File: src/rtl/ddr2_boot_pkg.sv
package ddr2_boot_pkg;

   // sequencer states
   typedef enum logic [1:0] {
      SEQ_IDLE  = 2'd0,
      SEQ_WAIT  = 2'd1,
      SEQ_WRITE = 2'd2,
      SEQ_DONE  = 2'd3
   } seq_state_t;

   // kinds of DRAM command carried in the command script
   typedef enum logic [2:0] {
      CK_DESEL = 3'd0,
      CK_PRE   = 3'd1,
      CK_REF   = 3'd2,
      CK_MRS   = 3'd3,
      CK_EMRS  = 3'd4,
      CK_EMRS2 = 3'd5,
      CK_EMRS3 = 3'd6
   } cmd_kind_t;

   // one packed script entry: code lands in [23:16], argument in [15:0]
   typedef struct packed {
      logic [7:0]  code;
      logic [15:0] arg;
   } cmd_word_t;

   localparam int unsigned NUM_CMDS    = 12;
   localparam int unsigned STEP_CMD0   = 3;
   localparam int unsigned STEP_TIMING = STEP_CMD0 + NUM_CMDS;
   localparam int unsigned NUM_STEPS   = STEP_TIMING + 3;
   localparam int unsigned STEP_W      = $clog2(NUM_STEPS);
   localparam int unsigned CMD_IDX_W   = $clog2(NUM_CMDS);

endpackage

File: src/rtl/ddr2_boot_delay.sv
module ddr2_boot_delay #(
   parameter int unsigned DELAY_CNT = 10000
) (
   input  logic clk,
   input  logic rst,
   input  logic load,
   output logic expired
);
   localparam int unsigned CW = (DELAY_CNT > 1) ? $clog2(DELAY_CNT) : 1;
   localparam logic [CW-1:0] RELOAD = CW'(DELAY_CNT - 1);

   logic [CW-1:0] cnt_q;

   initial begin
      assert (DELAY_CNT >= 1) else $error("DELAY_CNT must be at least 1");
   end

   always_ff @(posedge clk) begin
      if (rst)               cnt_q <= RELOAD;
      else if (load)         cnt_q <= RELOAD;
      else if (cnt_q != '0)  cnt_q <= cnt_q - 1'b1;
   end

   assign expired = (cnt_q == '0);

   // the counter walks down by one each idle cycle
   p_countdown_r7: assert property (@(posedge clk) disable iff (rst)
      (!load && !expired) |=> (cnt_q == CW'($past(cnt_q) - 1'b1)));

   generate
      if (DELAY_CNT > 1) begin : g_long
         // a fresh load never expires on the following cycle
         p_load_fresh_r2: assert property (@(posedge clk) disable iff (rst)
            load |=> !expired);
      end else begin : g_short
         // a one-cycle wait expires immediately after load
         p_load_short_r7: assert property (@(posedge clk) disable iff (rst)
            load |=> expired);
      end
   endgenerate

endmodule

File: src/rtl/ddr2_boot_script.sv
module ddr2_boot_script
   import ddr2_boot_pkg::*;
#(
   parameter int unsigned    ADDR_W          = 8,
   parameter logic [ADDR_W-1:0] A_PHY_CFG    = 'h00,
   parameter logic [ADDR_W-1:0] A_PHY_CTRL   = 'h04,
   parameter logic [ADDR_W-1:0] A_CMD        = 'h08,
   parameter logic [ADDR_W-1:0] A_TIMING     = 'h0C,
   parameter logic [ADDR_W-1:0] A_LATENCY    = 'h10,
   parameter logic [ADDR_W-1:0] A_CFG        = 'h14,
   parameter int unsigned    PHY_CLK_EN_BIT  = 0,
   parameter int unsigned    PHY_RST_BIT     = 0,
   parameter int unsigned    PHY_CAL_RST_BIT = 1,
   parameter int unsigned    PHY_CAL_GO_BIT  = 2,
   parameter logic [7:0]     OP_DESEL        = 8'h00,
   parameter logic [7:0]     OP_PRE          = 8'h01,
   parameter logic [7:0]     OP_REF          = 8'h02,
   parameter logic [7:0]     OP_MRS          = 8'h03,
   parameter logic [7:0]     OP_EMRS         = 8'h04,
   parameter logic [7:0]     OP_EMRS2        = 8'h05,
   parameter logic [7:0]     OP_EMRS3        = 8'h06,
   parameter logic [15:0]    ARG_PRE_ALL     = 16'h0400,
   parameter logic [15:0]    ARG_DLL_ON      = 16'h0001,
   parameter logic [15:0]    ARG_DLL_RESET   = 16'h0100,
   parameter logic [15:0]    ARG_OCD_DEFAULT = 16'h0380,
   parameter logic [15:0]    ARG_OCD_EXIT    = 16'h0040
) (
   input  logic [STEP_W-1:0] step,
   input  logic [31:0]       mode_cfg,
   input  logic [31:0]       timing_cfg,
   input  logic [31:0]       latency_cfg,
   input  logic [31:0]       ctrl_cfg,
   output logic [ADDR_W-1:0] addr,
   output logic [31:0]       data,
   output logic              pause_after,
   output logic              last
);

   initial begin
      assert (PHY_CLK_EN_BIT < 32 && PHY_RST_BIT < 32 &&
              PHY_CAL_RST_BIT < 32 && PHY_CAL_GO_BIT < 32)
         else $error("PHY bit positions must lie inside the 32-bit word");
      assert (PHY_CAL_GO_BIT != PHY_RST_BIT && PHY_CAL_GO_BIT != PHY_CAL_RST_BIT)
         else $error("calibration-go bit must differ from the reset bits");
   end

   localparam logic [31:0] PHY_CLK_WORD  = 32'(1) << PHY_CLK_EN_BIT;
   localparam logic [31:0] PHY_RST_WORD  = (32'(1) << PHY_RST_BIT) |
                                           (32'(1) << PHY_CAL_RST_BIT);
   localparam logic [31:0] PHY_GO_WORD   = 32'(1) << PHY_CAL_GO_BIT;

   // which command kind sits at each script slot (order is behaviour)
   function automatic cmd_kind_t kind_at(input int unsigned k);
      case (k)
         0:       return CK_DESEL;
         1, 6:    return CK_PRE;
         2:       return CK_EMRS2;
         3:       return CK_EMRS3;
         5, 9:    return CK_MRS;
         7, 8:    return CK_REF;
         default: return CK_EMRS;
      endcase
   endfunction

   function automatic logic [7:0] code_of(input cmd_kind_t kd);
      case (kd)
         CK_DESEL: return OP_DESEL;
         CK_PRE:   return OP_PRE;
         CK_REF:   return OP_REF;
         CK_MRS:   return OP_MRS;
         CK_EMRS:  return OP_EMRS;
         CK_EMRS2: return OP_EMRS2;
         default:  return OP_EMRS3;
      endcase
   endfunction

   function automatic logic [15:0] arg_at(input int unsigned k, input logic [31:0] mw);
      case (k)
         1, 6:    return ARG_PRE_ALL;
         4:       return ARG_DLL_ON;
         5:       return ARG_DLL_RESET;
         9:       return mw[15:0];
         10:      return ARG_OCD_DEFAULT | ARG_DLL_ON;
         11:      return ARG_OCD_EXIT | ARG_DLL_ON | mw[31:16];
         default: return 16'h0000;
      endcase
   endfunction

   cmd_word_t table_w [NUM_CMDS];

   generate
      for (genvar k = 0; k < NUM_CMDS; k++) begin : g_slot
         assign table_w[k] = '{code: code_of(kind_at(k)), arg: arg_at(k, mode_cfg)};
      end
   endgenerate

   logic [CMD_IDX_W-1:0] cmd_idx;
   assign cmd_idx = CMD_IDX_W'(step - STEP_W'(STEP_CMD0));

   always_comb begin
      addr        = A_CFG;
      data        = ctrl_cfg;
      pause_after = 1'b0;
      last        = 1'b0;
      if (step == STEP_W'(0)) begin
         addr        = A_PHY_CFG;
         data        = PHY_CLK_WORD;
         pause_after = 1'b1;
      end else if (step == STEP_W'(1)) begin
         addr = A_PHY_CTRL;
         data = PHY_RST_WORD;
      end else if (step == STEP_W'(2)) begin
         addr        = A_PHY_CTRL;
         data        = PHY_GO_WORD;
         pause_after = 1'b1;
      end else if (step < STEP_W'(STEP_TIMING)) begin
         addr        = A_CMD;
         data        = {8'h00, table_w[cmd_idx]};
         pause_after = 1'b1;
      end else if (step == STEP_W'(STEP_TIMING)) begin
         addr = A_TIMING;
         data = timing_cfg;
      end else if (step == STEP_W'(STEP_TIMING + 1)) begin
         addr = A_LATENCY;
         data = latency_cfg;
      end else begin
         last = 1'b1;
      end
   end

endmodule

File: src/rtl/ddr2_boot_seq.sv
module ddr2_boot_seq
   import ddr2_boot_pkg::*;
#(
   parameter int unsigned    ADDR_W          = 8,
   parameter int unsigned    DELAY_CNT       = 10000,
   parameter bit             USE_START       = 1'b1,
   parameter logic [ADDR_W-1:0] A_PHY_CFG    = 'h00,
   parameter logic [ADDR_W-1:0] A_PHY_CTRL   = 'h04,
   parameter logic [ADDR_W-1:0] A_CMD        = 'h08,
   parameter logic [ADDR_W-1:0] A_TIMING     = 'h0C,
   parameter logic [ADDR_W-1:0] A_LATENCY    = 'h10,
   parameter logic [ADDR_W-1:0] A_CFG        = 'h14,
   parameter int unsigned    PHY_CLK_EN_BIT  = 0,
   parameter int unsigned    PHY_RST_BIT     = 0,
   parameter int unsigned    PHY_CAL_RST_BIT = 1,
   parameter int unsigned    PHY_CAL_GO_BIT  = 2,
   parameter logic [7:0]     OP_DESEL        = 8'h00,
   parameter logic [7:0]     OP_PRE          = 8'h01,
   parameter logic [7:0]     OP_REF          = 8'h02,
   parameter logic [7:0]     OP_MRS          = 8'h03,
   parameter logic [7:0]     OP_EMRS         = 8'h04,
   parameter logic [7:0]     OP_EMRS2        = 8'h05,
   parameter logic [7:0]     OP_EMRS3        = 8'h06,
   parameter logic [15:0]    ARG_PRE_ALL     = 16'h0400,
   parameter logic [15:0]    ARG_DLL_ON      = 16'h0001,
   parameter logic [15:0]    ARG_DLL_RESET   = 16'h0100,
   parameter logic [15:0]    ARG_OCD_DEFAULT = 16'h0380,
   parameter logic [15:0]    ARG_OCD_EXIT    = 16'h0040
) (
   input  logic              clk,
   input  logic              rst,
   input  logic              start,
   input  logic [31:0]       mode_cfg,
   input  logic [31:0]       timing_cfg,
   input  logic [31:0]       latency_cfg,
   input  logic [31:0]       ctrl_cfg,
   output logic              wr_valid,
   input  logic              wr_ready,
   output logic [ADDR_W-1:0] wr_addr,
   output logic [31:0]       wr_data,
   output logic              busy,
   output logic              done
);

   initial begin
      assert (ADDR_W >= 1 && ADDR_W <= 32) else $error("ADDR_W out of range");
   end

   seq_state_t        state_q, state_d;
   logic [STEP_W-1:0] step_q, step_d;
   logic              tmr_load, tmr_done, go;
   logic              s_pause, s_last;

   // start gating variant
   generate
      if (USE_START) begin : g_gated
         assign go = start;
      end else begin : g_free
         logic unused_start;
         assign unused_start = start;
         assign go = 1'b1;
      end
   endgenerate

   ddr2_boot_delay #(.DELAY_CNT(DELAY_CNT)) u_delay (
      .clk     (clk),
      .rst     (rst),
      .load    (tmr_load),
      .expired (tmr_done)
   );

   ddr2_boot_script #(
      .ADDR_W(ADDR_W), .A_PHY_CFG(A_PHY_CFG), .A_PHY_CTRL(A_PHY_CTRL), .A_CMD(A_CMD),
      .A_TIMING(A_TIMING), .A_LATENCY(A_LATENCY), .A_CFG(A_CFG),
      .PHY_CLK_EN_BIT(PHY_CLK_EN_BIT), .PHY_RST_BIT(PHY_RST_BIT),
      .PHY_CAL_RST_BIT(PHY_CAL_RST_BIT), .PHY_CAL_GO_BIT(PHY_CAL_GO_BIT),
      .OP_DESEL(OP_DESEL), .OP_PRE(OP_PRE), .OP_REF(OP_REF), .OP_MRS(OP_MRS),
      .OP_EMRS(OP_EMRS), .OP_EMRS2(OP_EMRS2), .OP_EMRS3(OP_EMRS3),
      .ARG_PRE_ALL(ARG_PRE_ALL), .ARG_DLL_ON(ARG_DLL_ON), .ARG_DLL_RESET(ARG_DLL_RESET),
      .ARG_OCD_DEFAULT(ARG_OCD_DEFAULT), .ARG_OCD_EXIT(ARG_OCD_EXIT)
   ) u_script (
      .step        (step_q),
      .mode_cfg    (mode_cfg),
      .timing_cfg  (timing_cfg),
      .latency_cfg (latency_cfg),
      .ctrl_cfg    (ctrl_cfg),
      .addr        (wr_addr),
      .data        (wr_data),
      .pause_after (s_pause),
      .last        (s_last)
   );

   always_comb begin
      state_d  = state_q;
      step_d   = step_q;
      tmr_load = 1'b0;
      unique case (state_q)
         SEQ_IDLE: begin
            if (go) begin
               state_d  = SEQ_WAIT;
               tmr_load = 1'b1;
            end
         end
         SEQ_WAIT: begin
            if (tmr_done) state_d = SEQ_WRITE;
         end
         SEQ_WRITE: begin
            if (wr_ready) begin
               if (s_last) begin
                  state_d = SEQ_DONE;
               end else begin
                  step_d = step_q + 1'b1;
                  if (s_pause) begin
                     state_d  = SEQ_WAIT;
                     tmr_load = 1'b1;
                  end
               end
            end
         end
         default: ;
      endcase
   end

   always_ff @(posedge clk) begin
      if (rst) begin
         state_q <= SEQ_IDLE;
         step_q  <= '0;
      end else begin
         state_q <= state_d;
         step_q  <= step_d;
      end
   end

   assign wr_valid = (state_q == SEQ_WRITE);
   assign busy     = (state_q == SEQ_WAIT) || (state_q == SEQ_WRITE);
   assign done     = (state_q == SEQ_DONE);

   // a stalled write keeps its address, data and step
   p_hold_stall_r9: assert property (@(posedge clk) disable iff (rst)
      (wr_valid && !wr_ready) |=> (wr_valid && $stable(wr_addr) && $stable(wr_data)));

   // an accepted paused step leaves the port idle next cycle
   p_pause_idle_r7: assert property (@(posedge clk) disable iff (rst)
      (wr_valid && wr_ready && s_pause) |=> (!wr_valid && busy));

   // an accepted unpaused, non-final step presents the next write at once
   p_back_to_back_r8: assert property (@(posedge clk) disable iff (rst)
      (wr_valid && wr_ready && !s_pause && !s_last) |=> wr_valid);

   // acceptance of the final write raises done
   p_done_rise_r10: assert property (@(posedge clk) disable iff (rst)
      (wr_valid && wr_ready && s_last) |=> (done && !busy));

   // done is sticky until reset
   p_done_sticky_r10: assert property (@(posedge clk) disable iff (rst)
      done |=> done);

   // leaving idle loads the wait timer
   p_idle_exit_r2: assert property (@(posedge clk) disable iff (rst)
      $rose(busy) |-> $past(tmr_load));

endmodule

File: config.mk
export PLATFORM = sky130hd
export DESIGN_NAME = ddr2_boot_seq
export DESIGN_NICKNAME = d
export VERILOG_FILES = /design/src/rtl/ddr2_boot_pkg.sv /design/src/rtl/ddr2_boot_delay.sv /design/src/rtl/ddr2_boot_script.sv /design/src/rtl/ddr2_boot_seq.sv
export SDC_FILE = /design/constraint.sdc
export NUM_CORES = 1
export LEC_CHECK = 0
export ABC_CLOCK_PERIOD_IN_PS = 5800
export BUFFER_PORTS_ARGS = -buffer_cell sky130_fd_sc_hd__buf_2
export CORE_UTILIZATION = 35
export DETAILED_ROUTE_END_ITERATION = 7
export GPL_TIMING_DRIVEN = 1
export PLACE_DENSITY = 0.77
export SETUP_SLACK_MARGIN = 0.15
export SKIP_LAST_GASP = 1
export SLEW_MARGIN = 20
export SYNTH_ARGS = -nofsm -noshare
export SYNTH_HDL_FRONTEND = slang
export SYNTH_SLANG_ARGS = --single-unit
File: constraint.sdc
create_clock -name clk -period 5.8 [get_ports clk]
set_input_delay 0.87 -clock clk [delete_from_list [all_inputs] [get_ports clk]]
set_output_delay 0.87 -clock clk [all_outputs]
set_load 0.02 [all_outputs]
# [Word-level counts from Yosys, hierarchy flattened]
# Index checks and enable logic that the tools add are counted.
[word_totals] ff_bits=21 in_bits=132 word_cells=66
[op_classes] add_sub_neg=3 order_cmp=2 n_eq_ne=11 n_mux=36 n_bitwise=2 reduce_logical=9
[op_table] op="2-to-1 mux 32 bit" n=6
[op_table] op="binary-select mux 24 bit (select 4 bit)" n=1
[op_table] op="2-to-1 mux 24 bit" n=2
[op_table] op="2-to-1 mux 8 bit" n=5
[op_table] op="zero test 14 bit" n=1
[op_table] op="2-to-1 mux 1 bit" n=14
[op_table] op="nonzero test 14 bit" n=1
[op_table] op="subtractor 14 x 1 -> 14 bit (second input constant)" n=1
[op_table] op="2-to-1 mux 2 bit" n=5
[op_table] op="one-hot mux 2 bit (3 select lines)" n=1
[op_table] op="adder 5 x 1 -> 5 bit (second input constant)" n=1
[op_table] op="equality test 5 x 1 -> 1 bit (second input constant)" n=1
[op_table] op="equality test 5 x 2 -> 1 bit (second input constant)" n=1
[op_table] op="equality test 5 x 4 -> 1 bit (second input constant)" n=1
[op_table] op="equality test 5 bit (second input constant)" n=1
[op_table] op=">= comparator 5 bit (second input constant)" n=1
[op_table] op="zero test 5 bit" n=1
[op_table] op="less-than comparator 5 x 4 -> 1 bit (second input constant)" n=1
[op_table] op="NOT 4 -> 5 bit" n=1
[op_table] op="AND reduction 5 bit" n=1
[op_table] op="equality test 2 bit (second input constant)" n=2
[op_table] op="!= test 2 bit (second input constant)" n=2
[op_table] op="subtractor 4 x 2 -> 4 bit (second input constant)" n=1
[op_table] op="2-to-1 mux 3 bit" n=1
[op_table] op="10 further kinds" n=10

# [Depth between registers and ports, before layout]
# Gate-level depths: netlist of run 1.
[logic_depth] ltp_word=11 mapped_depth=11 ltp_nobuf=7

# [Modules after synthesis]
# From an unflattened synthesis of run 1, not the netlist that was laid out.
[unflattened] hier_cells=371 hier_area_um2=2680.1
[by_module_without_submodules] module="ddr2_boot_script" n_inst=1 cells_each=244 area_each_um2=1544.0 seq_area_each_um2=0.0
[by_module_without_submodules] module="ddr2_boot_delay" n_inst=1 cells_each=80 area_each_um2=708.2 seq_area_each_um2=280.3
[by_module_without_submodules] module="ddr2_boot_seq" n_inst=1 cells_each=47 area_each_um2=427.9 seq_area_each_um2=140.1

# [Worst setup path after synthesis of run 1]
# OpenSTA, ideal clock, no wires.
[synth_path] path_type="flip-flop to output port" from="register step_q[0]" to="output port wr_data[8]" t_arrival_ps=2532 required_time_ps=4930 path_slack_ps=2398 path_stages_with_launch=11 path_buffers=3 path_cell_list="dfxtp_1 > buf_2 > buf_1 > inv_1 > ha_1 > buf_1 > nor2_1 > nand2_1 > nand2_1 > nand2_1 > a311oi_1"
[synth_between] elab_chain_cells=9 elab_cells_between_ends=17
[synth_rtl] item="start, declared" line_no="ddr2_boot_seq.sv:50" source="logic [STEP_W-1:0] step_q, step_d;"
[synth_rtl] item="start signal, assigned" line_no="ddr2_boot_seq.sv:130" source="step_q <= step_d;"
[synth_rtl] item="subtractor 4 x 2 -> 4 bit" line_no="ddr2_boot_script.sv:98" source="assign cmd_idx = CMD_IDX_W'(step - STEP_W'(STEP_CMD0));"
[synth_rtl] item="net u_script.cmd_idx[0]" line_no="ddr2_boot_script.sv:97" source="logic [CMD_IDX_W-1:0] cmd_idx;"
[synth_rtl] item="NOT 4 -> 5 bit (not written as such)" line_no="ddr2_boot_script.sv:118" source="data = {8'h00, table_w[cmd_idx]};"
[synth_rtl] item="binary-select mux 24 bit (select 4 bit)" line_no="ddr2_boot_script.sv:118"
[synth_rtl] item="2-to-1 mux 24 bit (not written as such) (2 in a row)" line_no="ddr2_boot_script.sv:118"
[synth_rtl] item="2-to-1 mux 32 bit" line_no="ddr2_boot_script.sv:116" source="end else if (step < STEP_W'(STEP_TIMING)) begin"
[synth_rtl] item="2-to-1 mux 32 bit" line_no="ddr2_boot_script.sv:112" source="end else if (step == STEP_W'(2)) begin"
[synth_rtl] item="2-to-1 mux 32 bit" line_no="ddr2_boot_script.sv:109" source="end else if (step == STEP_W'(1)) begin"
[synth_rtl] item="2-to-1 mux 32 bit" line_no="ddr2_boot_script.sv:105" source="if (step == STEP_W'(0)) begin"
[synth_rtl] item="end, declared" line_no="ddr2_boot_seq.sv:40" source="output logic [31:0] wr_data,"
# The timed path passes the listed nets, and every way through them passes these cells. The select of a mux whose other input is x is not followed.

# [Final worst setup path of run 1]
[layout_path] from="register step_q[0]" to="output port wr_data[2]"
# Same word-level chain as after synthesis.

==> results of run 1 <==
[layout make-up]
class / count / area, µm²
fill: 734 / 3780
multi-input combinational: 316 / 2142
timing repair buffer: 169 / 850.8
sequential: 21 / 420.4
tap: 99 / 123.9
inverter: 12 / 45.04
clock buffer: 3 / 41.29
clock inverter: 1 / 5.005
[stage by stage]
stage          utilization [%]  hold WS (ns)
2_1_floorplan                -        0.4751
3_3_place_gp             48.22        0.4942
3_5_place_dp             48.22        0.5130
4_1_cts                  48.84        0.5251
5_1_grt                  48.98        0.5588
6_report                 48.98        0.5249
[logic make-up (layout without fill, tap and decap cells)]
| family | after synthesis | count (layout) | synth area share (%) |
|---|---|---|---|
| simple gates | 141 | 141 | 24.90 |
| mux | 47 | 47 | 17.62 |
| flops | 21 | 21 | 15.29 |
| compound gates | 97 | 97 | 23.53 |
| fa+ha+maj | 12 | 12 | 5.462 |
| xor+xnor | 14 | 14 | 4.734 |
| buf+inv | 45 | 185 | 8.329 |
| other cells | 1 | 5 | 0.1364 |
[routing by layer]
metal | vias up | routed length, µm | GRT usage [%]
met5 | - | 13 | 0
met4 | 2 | 291 | 9.140
met3 | 24 | 565 | 3.535
met2 | 123 | 4670 | 40.53
met1 | 1464 | 3463 | 23.28
li1 | 1627 | - | -
[registers in the layout, summed over array words and instances (netlist names)]
name           cells
state_q            2
u_delay.cnt_q     14
step_q             5
[cells in the mapped netlist (all sizes together) (3+ instances only)]
master	instances	share of area (%)
mux2i	36	13
a311oi	3	0.96
nor3	11	2.8
nand2b	5	1.1
nor2	66	9.2
ha	12	5.5
a211oi	12	3.5
mux2	11	4.5
nand2	33	4.5
nor2b	3	0.68
buf	25	5.6
nand4b	3	1.5
nor4	4	0.91
clkbuf	8	1.1
o21ai	22	4.0
xor2	6	1.9
nand3	6	1.1
xnor2	8	2.8
dfxtp	21	15
inv	12	1.6
a22oi	13	3.6
a21oi	28	5.1
a211o	3	0.96
[tightest hold or removal path, stage by stage, from the launching register on]
cell                      delay (ns)
sky130_fd_sc_hd__dfxtp_1        0.35
sky130_fd_sc_hd__nand2_1        0.07
sky130_fd_sc_hd__nand3_1        0.06
[power breakdown]
part	leakage, nW	total, mW	internal (mW)	switching [mW]
registers	0.170	0.153	0.147	0.00508
logic	1.42	0.124	0.0634	0.0604
clock network	0.0255	0.0965	0.0479	0.0486
total	1.61	0.373	0.259	0.114
[path summary, 6_finish.rpt]
check | from | end | slack, ns | cells past startpoint
setup reg to reg | step_q[0]$_SDFFE_PP0P_ | state_q[1]$_SDFFE_PP0P_ | 2.70 | 7
hold / removal | u_delay.cnt_q[3]$_SDFFE_PP1N_ | u_delay.cnt_q[3]$_SDFFE_PP1N_ | 0.52 | 2
setup / recovery | step_q[0]$_SDFFE_PP0P_ | wr_data[2] | 1.47 | 9
hold reg to reg | u_delay.cnt_q[3]$_SDFFE_PP1N_ | u_delay.cnt_q[3]$_SDFFE_PP1N_ | 0.52 | 2
==> key figures, run 1 <==
Die
  – Width of the die: 90.62 µm
  – I/O pin count: 175
  – Std-Cell Core Area: 7408 µm²
  – Die Outline Area: 8212 µm²
  – Rows: 31
  – Die Ht: 90.62 µm
  – Initial cell density of the core: between 30% and 40%

Run
  – Max-cap viol count: 0

Clock network
  – Clock sink count: 21
  – Clock network latency to the later pin of the worst-skew pair: between 0.2 and 0.3 ns
  – Root Driver: sky130_fd_sc_hd__clkbuf_8
  – Worst-path clk slew: approximately 0.080 ns
  – Clock buffer depth: 2
  – Clock tree from TritonCTS: done
  – Number of buffers inserted for hold repair after clock tree synthesis: 0
  – Post-CTS setup-driven buffer insertion count: 0
  – Resized cells post-CTS: 0
  – Clock buffers created by TritonCTS: 3
  – CTS H-tree depth: 1

Timing
  – Period Utilization, post-route: 74.60%
  – Final setup violation count: 0
  – Minimum clock period after layout: roughly 4.3 ns
  – Final hold viol count: 0
  – Setup WS post-layout: 1.473 ns
  – Worst relative slew slack: between 30% and 40%
  – TNS Setup: 0 ns
  – Worst clock skew: 0.01123 ns
  – Final max-slew violation count: 0
  – Transition time at the pin with the least slew margin: 0.9685 ns
  – Peak Freq: 231.1 MHz
  – Setup repair after global routing missed its margin: no

Layout
  – Syn-to-layout area delta: 32.00%
  – Most frequent cells in the layout: 167 x sky130_fd_sc_hd__buf_2, 64 x sky130_fd_sc_hd__nor2_1, 36 x sky130_fd_sc_hd__mux2i_1
  – Final instance count without filler cells: 621
  – Area of all placed cells without fillers: around 3600 µm²
  – Total Nets Final: 667
  – N_diodes: 0
  – Commonest non-fill, non-tap cell in the layout: sky130_fd_sc_hd__buf_2
  – Proportion of layout cells with a drive suffix above 1: a little under two fifths

Route
  – Antenna Violating Nets Remaining: 0
  – Post-Route WL: 9.003 mm
  – Number of design rule violations left after detail routing: 0
  – Number of vias per cell: about 5.2
  – Vias: ~3.2k
  – Number of iterations in the first detailed-routing pass: 4
  – Routed length per placed instance: 14.50 µm
  – DRC marker count from the first detailed-route iteration: between 150 and 200

GRT
  – Overall Global Routing Usage: 21.46%
  – Antenna violations before repair: 1
  – Number of global-route vias before repair: 3191
  – Wire length of the first global-routing pass: 14.56 mm
  – Aggregate global routing overflow: 0
  – Maximum number of pins on one net before global-route repair: 66

Worst setup path
  – CP cell instances: inv_1 -> ha_1 -> nor4bb_4 -> buf_4 -> mux2i_1 -> o21ai_1 -> a222oi_1 -> nor2_1 -> buf_2
  – Biggest fanout along the worst timing path: 26
  – Worst path top cell family by delay: buffers and inverters
  – Setup CP Type: reg -> out
  – Worst path max stage delay: 0.63 ns
  – Signal arrival time at the worst endpoint: about 3.5 ns
  – CP Launch Type: register
  – Crit path max-delay cell type: sky130_fd_sc_hd__nor4bb_4
  – Kind of capture point of the worst setup path: primary output
  – Worst path bufs/invs: 3
  – Critical Path RT: 4.93 ns

Power
  – Power density over the cells: approximately 100 nW/µm²
  – Highest ir drop seen on vdd: 0.0001896 V
  – Leakage power total: 1.614 nW
  – Post-route total power: 0.3728 mW

Placement
  – I/O Buffers: about 170
  – Post-place setup slack: 1.771 ns
  – Placement Cell Area: 3572 µm²
  – Routability cong.: between 0.8 and 0.9
  – Dpl hpwl: between 7 and 8 mm
  – Number of cells after detailed placement: 617

Synthesis
  – Synthesis Warnings: 0
  – Mean post-synth cell area: between 7 and 8 µm²
  – Async set-or-reset flop fraction in the synthesized netlist: 0%
  – Post-synthesis cell area: 2749 µm²
  – Number of synthesized flops with an enable pin: 0
  – Count of different cell masters after synthesis: 57
  – Ys flop type: sky130_fd_sc_hd__dfxtp_1
  – Yosys reg bits: 21
  – Post-synthesis sequential area ratio: ~15%
  – Number of cells produced by synthesis: approximately 380

Run status
  – Run status: finished, final reports clean

Min path
  – HP Class: reg -> reg
Power figures use the tool's default switching activity.
==> inputs of run 2 (changes only) <==
--- a/config.mk
+++ b/config.mk
@@ -5,7 +5,7 @@
 export SDC_FILE = /design/constraint.sdc
 export NUM_CORES = 1
 export LEC_CHECK = 0
-export ABC_CLOCK_PERIOD_IN_PS = 5800
+export ABC_CLOCK_PERIOD_IN_PS = 4000
 export BUFFER_PORTS_ARGS = -buffer_cell sky130_fd_sc_hd__buf_2
 export CORE_UTILIZATION = 35
 export DETAILED_ROUTE_END_ITERATION = 7
==> constraint.sdc (replaced) <==
create_clock -name clk -period 4 [get_ports clk]
set_input_delay 0.6 -clock clk [delete_from_list [all_inputs] [get_ports clk]]
set_output_delay 0.6 -clock clk [all_outputs]
set_load 0.02 [all_outputs]
==> run 2 against run 1 <==
Against the previous run: clock skew down 0.0096 ns; sequential share of layout area decreased by 0.083 points; design area is 0.72% higher; combinational power up 48%; register-to-register slack worse by 1.5 ns; critical endpoint is now wr_data[24].
==> key figures, run 2 (synthesis results as in run 1) <==
Run status
  – Run status: finished, final reports clean (unchanged)

Timing
  – Setup repair after global routing missed its margin: no (unchanged)
  – Worst clock skew: 0.001677 ns (was 0.01123 ns)
  – Transition time at the pin with the least slew margin: 1.098 ns (was 0.9685 ns)
  – Minimum clock period after layout: 3.501 ns
  – Setup WS post-layout: 0.4986 ns (was 1.473 ns)
  – TNS Setup: 0 ns (unchanged)
  – Final hold viol count: 0 (unchanged)
  – Worst relative slew slack: 26.11% (was 34.84%)
  – Peak Freq: 285.6 MHz
  – Final max-slew violation count: 0 (unchanged)
  – Final setup violation count: 0 (unchanged)
  – Min Hold Slack: 0.5011 ns (was 0.5249 ns)
  – Period Utilization, post-route: 87.53%

Clock network
  – Resized cells post-CTS: 0 (unchanged)
  – Post-CTS setup-driven buffer insertion count: 0 (unchanged)
  – CTS H-tree depth: 1 (unchanged)
  – Clock buffers created by TritonCTS: 3 (unchanged)
  – Clock network latency to the later pin of the worst-skew pair: 0.26 ns (about the same)
  – Worst-path clk slew: 0.07 ns (was 0.08 ns)
  – Clock tree from TritonCTS: done (unchanged)
  – Clock buffer depth: 2 (unchanged)
  – Number of buffers inserted for hold repair after clock tree synthesis: 0 (unchanged)
  – Clock sink count: 21 (unchanged)
  – Root Driver: sky130_fd_sc_hd__clkbuf_8 (unchanged)

Layout
  – Footprint of the flip-flops and latches: 420.4 µm² (unchanged)
  – Syn-to-layout area delta: 32.95% (was 32.00%)
  – Max FFs per register: 14 (unchanged)
  – Register containing the most flip-flops in the final layout: u_delay.cnt_q (unchanged)
  – N_diodes: 0 (unchanged)
  – Footprint of the multi-input gates: 2132 µm² (was 2142 µm²)
  – Area of all placed cells without fillers: 3655 µm² (was 3628 µm²)
  – Total Nets Final: 672 (was 667)
  – Filler instances: 739 (was 734)
  – Commonest non-fill, non-tap cell in the layout: sky130_fd_sc_hd__buf_2 (unchanged)
  – Final instance count without filler cells: 626 (was 621)
  – Most frequent cells in the layout: 167 x sky130_fd_sc_hd__buf_2, 64 x sky130_fd_sc_hd__nor2_1, 36 x sky130_fd_sc_hd__mux2i_1 (unchanged)
  – Final core occ: 49.33% (was 48.98%)
  – Proportion of layout cells with a drive suffix above 1: 38.33% (was 37.93%)
  – Leading registers by flop count: u_delay.cnt_q x14, step_q x5, state_q x2 (unchanged)

Placement
  – Post-place setup slack: 0.8197 ns (was 1.771 ns)
  – Placement Cell Area: 3610 µm² (was 3572 µm²)
  – I/O Buffers: 167 (unchanged)
  – Number of cells after detailed placement: 622 (was 617)
  – Routability cong.: 0.8433 (was 0.8601)
  – Dpl hpwl: 7.457 mm (was 7.208 mm)

Power
  – Power density over the cells: 148.7 nW/µm² (was 102.7 nW/µm²)
  – Post-route total power: 0.5434 mW (was 0.3728 mW)
  – Leakage power total: 1.636 nW (was 1.614 nW)
  – Highest ir drop seen on vdd: 0.0001943 V (was 0.0001896 V)
  – Switching power: 0.1659 mW (was 0.1140 mW)
  – Flop pwr share: 40.5% (was 40.9%)
  – Comb pwr share: 33.9% (was 33.2%)
  – Fraction of power consumed by the clock network: 25.7% (was 25.9%)
  – Switching share of total power: 30.53% (was 30.59%)
  – Internal Pwr Total: 0.3775 mW (was 0.2587 mW)

Worst setup path
  – Cell depth of the worst flop-to-flop path: 8 (was 7)
  – Kind of capture point of the worst setup path: primary output (unchanged)
  – Endpoint of the most critical register-to-register path: state_q[1]$_SDFFE_PP0P_ (unchanged)
  – Setup CP Type: reg -> out (unchanged)
  – CP Launch Type: register (unchanged)
  – Beginning of the critical path: step_q[1]$_SDFFE_PP0P_ (was step_q[0]$_SDFFE_PP0P_)
  – Biggest fanout along the worst timing path: 20 (was 26)
  – Worst R2R Start: step_q[1]$_SDFFE_PP0P_ (was step_q[0]$_SDFFE_PP0P_)
  – Signal arrival time at the worst endpoint: 2.90 ns (was 3.46 ns)
  – Critical Path RT: 3.40 ns (was 4.93 ns)
  – Worst-case register-to-register setup slack: 1.21 ns (was 2.70 ns)

Die
  – I/O pin count: 175 (unchanged)
  – Die Ht: 90.62 µm (unchanged)
  – Width of the die: 90.62 µm (unchanged)
  – Initial cell density of the core: 37.11% (unchanged)
  – Rows: 31 (unchanged)
  – Std-Cell Core Area: 7408 µm² (unchanged)
  – Die Outline Area: 8212 µm² (unchanged)

Route
  – Vias: 3343 (was 3240)
  – Antenna Violating Nets Remaining: 0 (unchanged)
  – Number of iterations in the first detailed-routing pass: 5 (was 4)
  – Number of design rule violations left after detail routing: 0 (unchanged)
  – Number of vias per cell: 5.340 (was 5.217)
  – Post-Route WL: 9.312 mm (was 9.003 mm)
  – DRC marker count from the first detailed-route iteration: 293 (was 168)
  – Routed length per placed instance: 14.88 µm (was 14.50 µm)

Min path
  – Hold path startpoint: u_delay.cnt_q[3]$_SDFFE_PP1N_ (unchanged)
  – HP Class: reg -> reg (unchanged)
  – Worst Hold Path Cells: 2 (unchanged)
  – Endpoint, Worst Hold: u_delay.cnt_q[3]$_SDFFE_PP1N_ (unchanged)

GRT
  – Wire length of the first global-routing pass: 14.30 mm (was 14.56 mm)
  – Antenna violations before repair: 1 (unchanged)
  – Maximum number of pins on one net before global-route repair: 22 (was 66)
  – Overall Global Routing Usage: 21.16% (was 21.46%)
  – Number of global-route vias before repair: 3061 (was 3191)
  – Aggregate global routing overflow: 0 (unchanged)

Run
  – Max-cap viol count: 0 (unchanged)
-- run 2: changes by cell type in the layout (fill, tap and decap cells not counted) --
| cell | previous run | this run |
|---|---|---|
| sky130_fd_sc_hd__clkinv_2 | 1 | 0 |
| sky130_fd_sc_hd__ha_4 | 1 | 0 |
| sky130_fd_sc_hd__ha_2 | 0 | 1 |
| sky130_fd_sc_hd__clkbuf_1 | 0 | 1 |
| sky130_fd_sc_hd__buf_4 | 2 | 7 |
-- run 2: worst max-delay path by stage --
| stage | endpoint | slack [ns] |
|---|---|---|
| after floorplan | wr_data[8] | 0.87 |
| after detailed placement | wr_data[24] | 0.82 |
| after global placement | wr_data[2] | 0.88 |
| after global routing | wr_data[24] | 0.22 |
| final | wr_data[24] | 0.50 |
| after CTS | wr_data[24] | 0.52 |
-- run 2: layout make-up --
type / count / share of cell area [%]
clock buffers: 4 / 1.232
inverters: 12 / 1.232
multi-input cells: 316 / 58.34
flip-flops and latches: 21 / 11.50
well taps: 99 / 3.389
repair buffers: 174 / 24.31
-- run 2: critical path, stage by stage (launching register included) --
cell and delay [ns]:
sky130_fd_sc_hd__dfxtp_1 0.44, sky130_fd_sc_hd__inv_1 0.16, sky130_fd_sc_hd__ha_1 0.31, sky130_fd_sc_hd__nor4bb_4 0.38, sky130_fd_sc_hd__buf_4 0.39, sky130_fd_sc_hd__buf_4 0.30
sky130_fd_sc_hd__mux2i_1 0.25, sky130_fd_sc_hd__nor2_1 0.07, sky130_fd_sc_hd__a21oi_1 0.12, sky130_fd_sc_hd__nor2_1 0.05, sky130_fd_sc_hd__buf_2 0.16
-- run 2: power groups by stage --
stage / combinational (mW) / clock, mW / sequential, mW
finish: 0.184 / 0.140 / 0.220
CTS: 0.183 / 0.142 / 0.220
floorplan: 0.102 / 0 / 0.223
global placement: 0.178 / 0 / 0.225
detailed placement: 0.182 / 0 / 0.225
global route: 0.200 / 0.152 / 0.221
-- run 2: layer usage --
metal	share of wire (%)	vias up	GRT usage, %
li1	-	1639	-
met1	37	1549	23.34
met2	54	141	41.04
met3	7.3	12	3.788
met4	1.4	2	5.242
met5	0.14	-	0
==> inputs of run 3 (changes only) <==
--- a/config.mk
+++ b/config.mk
@@ -5,12 +5,14 @@
 export SDC_FILE = /design/constraint.sdc
 export NUM_CORES = 1
 export LEC_CHECK = 0
+export ABC_AREA = 1
 export ABC_CLOCK_PERIOD_IN_PS = 4000
 export BUFFER_PORTS_ARGS = -buffer_cell sky130_fd_sc_hd__buf_2
-export CORE_UTILIZATION = 35
+export CORE_UTILIZATION = 44
 export DETAILED_ROUTE_END_ITERATION = 7
 export GPL_TIMING_DRIVEN = 1
-export PLACE_DENSITY = 0.77
+export PLACE_DENSITY = 0.91
+export RECOVER_POWER = 25
 export SETUP_SLACK_MARGIN = 0.15
 export SKIP_LAST_GASP = 1
 export SLEW_MARGIN = 20
==> run 3 against run 2 <==
Against the previous run: cell count is 12% higher; clock-buffer cell count is 1 lower; sequential power is 20% higher; flip-flop and latch count stayed put; design area is 0.82% lower; critical path depth is 2 higher; utilization is 11 points higher; worst hold slack worse by 0.011 ns; routed wire length is 8.4% lower; highest routed layer is now met4.
==> key figures, run 3 <==
Run status
  – Run status: finished, final reports clean (unchanged)

Synthesis
  – Area contributors post-synth: sky130_fd_sc_hd__nand2_1 19%, sky130_fd_sc_hd__dfxtp_1 15%, sky130_fd_sc_hd__nand3_1 9.5%, sky130_fd_sc_hd__inv_1 5.5%, sky130_fd_sc_hd__ha_1 5.4% (was sky130_fd_sc_hd__dfxtp_1 15%, sky130_fd_sc_hd__mux2i_1 13%, sky130_fd_sc_hd__nor2_1 8.7%, sky130_fd_sc_hd__ha_1 5.5%, sky130_fd_sc_hd__a21oi_1 5.1%)
  – Count of different cell masters after synthesis: 41 (was 57)
  – Area leader, netlist: sky130_fd_sc_hd__nand2_1 (was sky130_fd_sc_hd__dfxtp_1)
  – Post-synthesis sequential area ratio: 15.07% (was 15.29%)
  – Area fraction of the dominant cell type after synthesis: 18.70% (was 15.29%)
  – Number of synthesized flops with an enable pin: 0 (unchanged)
  – Number of cells produced by synthesis: 472 (was 378)
  – Mean post-synth cell area: 5.911 µm² (was 7.272 µm²)
  – Yosys reg bits: 21 (unchanged)
  – Post-synthesis cell area: 2790 µm² (was 2749 µm²)
  – Synthesis Warnings: 0 (unchanged)
  – Library cell with the highest instance count after synthesis: sky130_fd_sc_hd__nand2_1 (was sky130_fd_sc_hd__nor2_1)
  – Post-synth top cells: 139 x sky130_fd_sc_hd__nand2_1, 53 x sky130_fd_sc_hd__nand3_1, 41 x sky130_fd_sc_hd__inv_1, 40 x sky130_fd_sc_hd__nor2_1 (was 64 x sky130_fd_sc_hd__nor2_1, 36 x sky130_fd_sc_hd__mux2i_1, 33 x sky130_fd_sc_hd__nand2_1, 28 x sky130_fd_sc_hd__a21oi_1, 21 x sky130_fd_sc_hd__dfxtp_1)
  – Ys flop type: sky130_fd_sc_hd__dfxtp_1 (unchanged)
  – Async set-or-reset flop fraction in the synthesized netlist: 0% (unchanged)

Timing
  – TNS Setup: 0 ns (unchanged)
  – Worst relative slew slack: 46.79% (was 26.11%)
  – Final setup violation count: 0 (unchanged)
  – Minimum clock period after layout: 3.501 ns (about the same)
  – Peak Freq: 285.6 MHz (about the same)
  – Transition time at the pin with the least slew margin: 0.7972 ns (was 1.098 ns)
  – Period Utilization, post-route: 87.52% (was 87.53%)
  – Final hold viol count: 0 (unchanged)
  – Setup repair after global routing missed its margin: no (unchanged)
  – Min Hold Slack: 0.4899 ns (was 0.5011 ns)
  – Worst clock skew: 0.002621 ns (was 0.001677 ns)
  – Final max-slew violation count: 0 (unchanged)

Die
  – I/O pin count: 175 (unchanged)
  – Width of the die: 81.63 µm (was 90.62 µm)
  – Die Ht: 81.63 µm (was 90.62 µm)
  – Std-Cell Core Area: 6026 µm² (was 7408 µm²)
  – Rows: 28 (was 31)
  – Die Outline Area: 6663 µm² (was 8212 µm²)
  – Initial cell density of the core: 46.30% (was 37.11%)

Worst setup path
  – Signal arrival time at the worst endpoint: 2.90 ns (about the same)
  – Beginning of the critical path: step_q[0]$_SDFFE_PP0P_ (was step_q[1]$_SDFFE_PP0P_)
  – Worst path max stage delay: 0.52 ns (was 0.44 ns)
  – Kind of capture point of the worst setup path: primary output (unchanged)
  – CP cell instances: clkinv_1 -> buf_4 -> ha_1 -> buf_4 -> nor2_1 -> nand2_1 -> nand2_1 -> nand3_1 -> nand2_1 -> nand4_1 -> a21oi_1 -> buf_2 (was inv_1 -> ha_1 -> nor4bb_4 -> buf_4 -> buf_4 -> mux2i_1 -> nor2_1 -> a21oi_1 -> nor2_1 -> buf_2)
  – Worst R2R Start: step_q[0]$_SDFFE_PP0P_ (was step_q[1]$_SDFFE_PP0P_)
  – Crit path top cell by count: sky130_fd_sc_hd__nand2_1
  – Biggest fanout along the worst timing path: 22 (was 20)
  – Critical Path RT: 3.40 ns (about the same)
  – Setup CP Type: reg -> out (unchanged)
  – CP Launch Type: register (unchanged)
  – Crit path max-delay cell type: sky130_fd_sc_hd__dfxtp_1 (unchanged)

Power
  – Post-route total power: 1.316 mW (was 0.5434 mW)
  – Power density over the cells: 363.2 nW/µm² (was 148.7 nW/µm²)
  – Leakage power total: 2.023 nW (was 1.636 nW)
  – Highest ir drop seen on vdd: 0.0001851 V (was 0.0001943 V)

GRT
  – Wire length of the first global-routing pass: 13.56 mm (was 14.30 mm)
  – Overall Global Routing Usage: 25.62% (was 21.16%)
  – Aggregate global routing overflow: 0 (unchanged)
  – Number of global-route vias before repair: 3198 (was 3061)
  – Maximum number of pins on one net before global-route repair: 35 (was 22)
  – Antenna violations before repair: 0 (was 1)

Route
  – Routed length per placed instance: 12.19 µm (was 14.88 µm)
  – Number of vias per cell: 5.100 (was 5.340)
  – Vias: 3570 (was 3343)
  – Number of design rule violations left after detail routing: 0 (unchanged)
  – Post-Route WL: 8.533 mm (was 9.312 mm)
  – Antenna Violating Nets Remaining: 0 (unchanged)
  – DRC marker count from the first detailed-route iteration: 178 (was 293)
  – Number of iterations in the first detailed-routing pass: 5 (unchanged)

Layout
  – Syn-to-layout area delta: 29.91% (was 32.95%)
  – N_diodes: 0 (unchanged)
  – Area of all placed cells without fillers: 3625 µm² (was 3655 µm²)
  – Leading registers by flop count: u_delay.cnt_q x14, step_q x5, state_q x2 (unchanged)
  – Register containing the most flip-flops in the final layout: u_delay.cnt_q (unchanged)
  – Most frequent cells in the layout: 164 x sky130_fd_sc_hd__buf_2, 139 x sky130_fd_sc_hd__nand2_1, 55 x sky130_fd_sc_hd__nand3_1 (was 167 x sky130_fd_sc_hd__buf_2, 64 x sky130_fd_sc_hd__nor2_1, 36 x sky130_fd_sc_hd__mux2i_1)
  – Filler instances: 578 (was 739)
  – Proportion of layout cells with a drive suffix above 1: 33.60% (was 38.33%)
  – Max FFs per register: 14 (unchanged)
  – Commonest non-fill, non-tap cell in the layout: sky130_fd_sc_hd__buf_2 (unchanged)
  – Final instance count without filler cells: 700 (was 626)
  – Total Nets Final: 770 (was 672)

Min path
  – HP Class: reg -> reg (unchanged)
  – Hold path startpoint: u_delay.cnt_q[12]$_SDFFE_PP0N_ (was u_delay.cnt_q[3]$_SDFFE_PP1N_)

Clock network
  – Clock buffer depth: 2 (unchanged)
  – Number of buffers inserted for hold repair after clock tree synthesis: 0 (unchanged)
  – Resized cells post-CTS: 0 (unchanged)
  – Worst-path clk slew: 0.08 ns (was 0.07 ns)
  – Clock network latency to the later pin of the worst-skew pair: 0.27 ns (was 0.26 ns)
  – Clock sink count: 21 (unchanged)
  – Root Driver: sky130_fd_sc_hd__clkbuf_8 (unchanged)
  – Post-CTS setup-driven buffer insertion count: 0 (unchanged)
  – CTS H-tree depth: 1 (unchanged)
  – Clock tree from TritonCTS: done (unchanged)
  – Clock buffers created by TritonCTS: 3 (unchanged)

Placement
  – I/O Buffers: 167 (unchanged)
  – Dpl hpwl: 6.837 mm (was 7.457 mm)
  – Placement Cell Area: 3600 µm² (was 3610 µm²)
  – Number of cells after detailed placement: 696 (was 622)
  – Routability cong.: 0.9438 (was 0.8433)

Run
  – Max-cap viol count: 0 (unchanged)
## run 3: path summary, 6_finish.rpt
path | end | slack (ns) | depth (start not counted)
worst min-delay path | u_delay.cnt_q[12]$_SDFFE_PP0N_ | 0.49 | 2
worst max-delay path | wr_data[1] | 0.50 | 12
worst max register to register | step_q[2]$_SDFFE_PP0P_ | 1.35 | 10
worst min register to register | u_delay.cnt_q[12]$_SDFFE_PP0N_ | 0.49 | 2
## run 3: metrics by stage
stage	setup WS (ns)	utilization [%]
2_1_floorplan	1.183	-
3_3_place_gp	0.8566	59.74
3_5_place_dp	0.8351	59.74
4_1_cts	0.5284	60.51
5_1_grt	0.2616	60.15
6_report	0.4992	60.15
## run 3: layout make-up
| cell class | instances | area, µm² | area share [%] |
|---|---|---|---|
| multi-input cells | 383 | 2032 | 56.06 |
| repair buffers | 170 | 854.6 | 23.58 |
| flip-flops and latches | 21 | 420.4 | 11.60 |
| inverters | 47 | 177.7 | 4.902 |
| well taps | 75 | 93.84 | 2.589 |
| clock buffers | 3 | 41.29 | 1.139 |
| clock inverters | 1 | 5.005 | 0.1381 |
## run 3: logic make-up (layout without fill, tap and decap cells)
group,after synthesis,after routing,share of synthesized area [%]
simple gates,280,280,47.98
flops,21,21,15.07
xor+xnor,9,9,2.825
compound gates,77,77,16.59
fa+ha+maj,12,12,5.381
buf+inv,72,221,12.02
other cells,1,5,0.1344
## run 3: power breakdown
| group | switching, mW | total [mW] | internal (mW) | leakage (nW) |
|---|---|---|---|---|
| sequential | 0.0318 | 0.263 | 0.232 | 0.171 |
| clock | 0.0728 | 0.142 | 0.0696 | 0.0255 |
| combinational | 0.606 | 0.911 | 0.305 | 1.83 |
## run 3: per-layer routing
metal / GRT usage (%) / vias up / routed length, µm
met3: 3.444 / 18 / 443
met1: 30.46 / 1567 / 3537
met5: 0 / - / 0
met4: 11.58 / 0 / 171
met2: 45.42 / 135 / 4380
li1: - / 1850 / -
## run 3: worst max-delay path, delay by kind of cell (launching register included)
family	cells	cell delay, ns
DFF	1	0.52
AOI/OAI and AO/OA	1	0.13
adders and majority gates	1	0.31
and+or+nand+nor	6	0.97
buffers and inverters	4	0.71
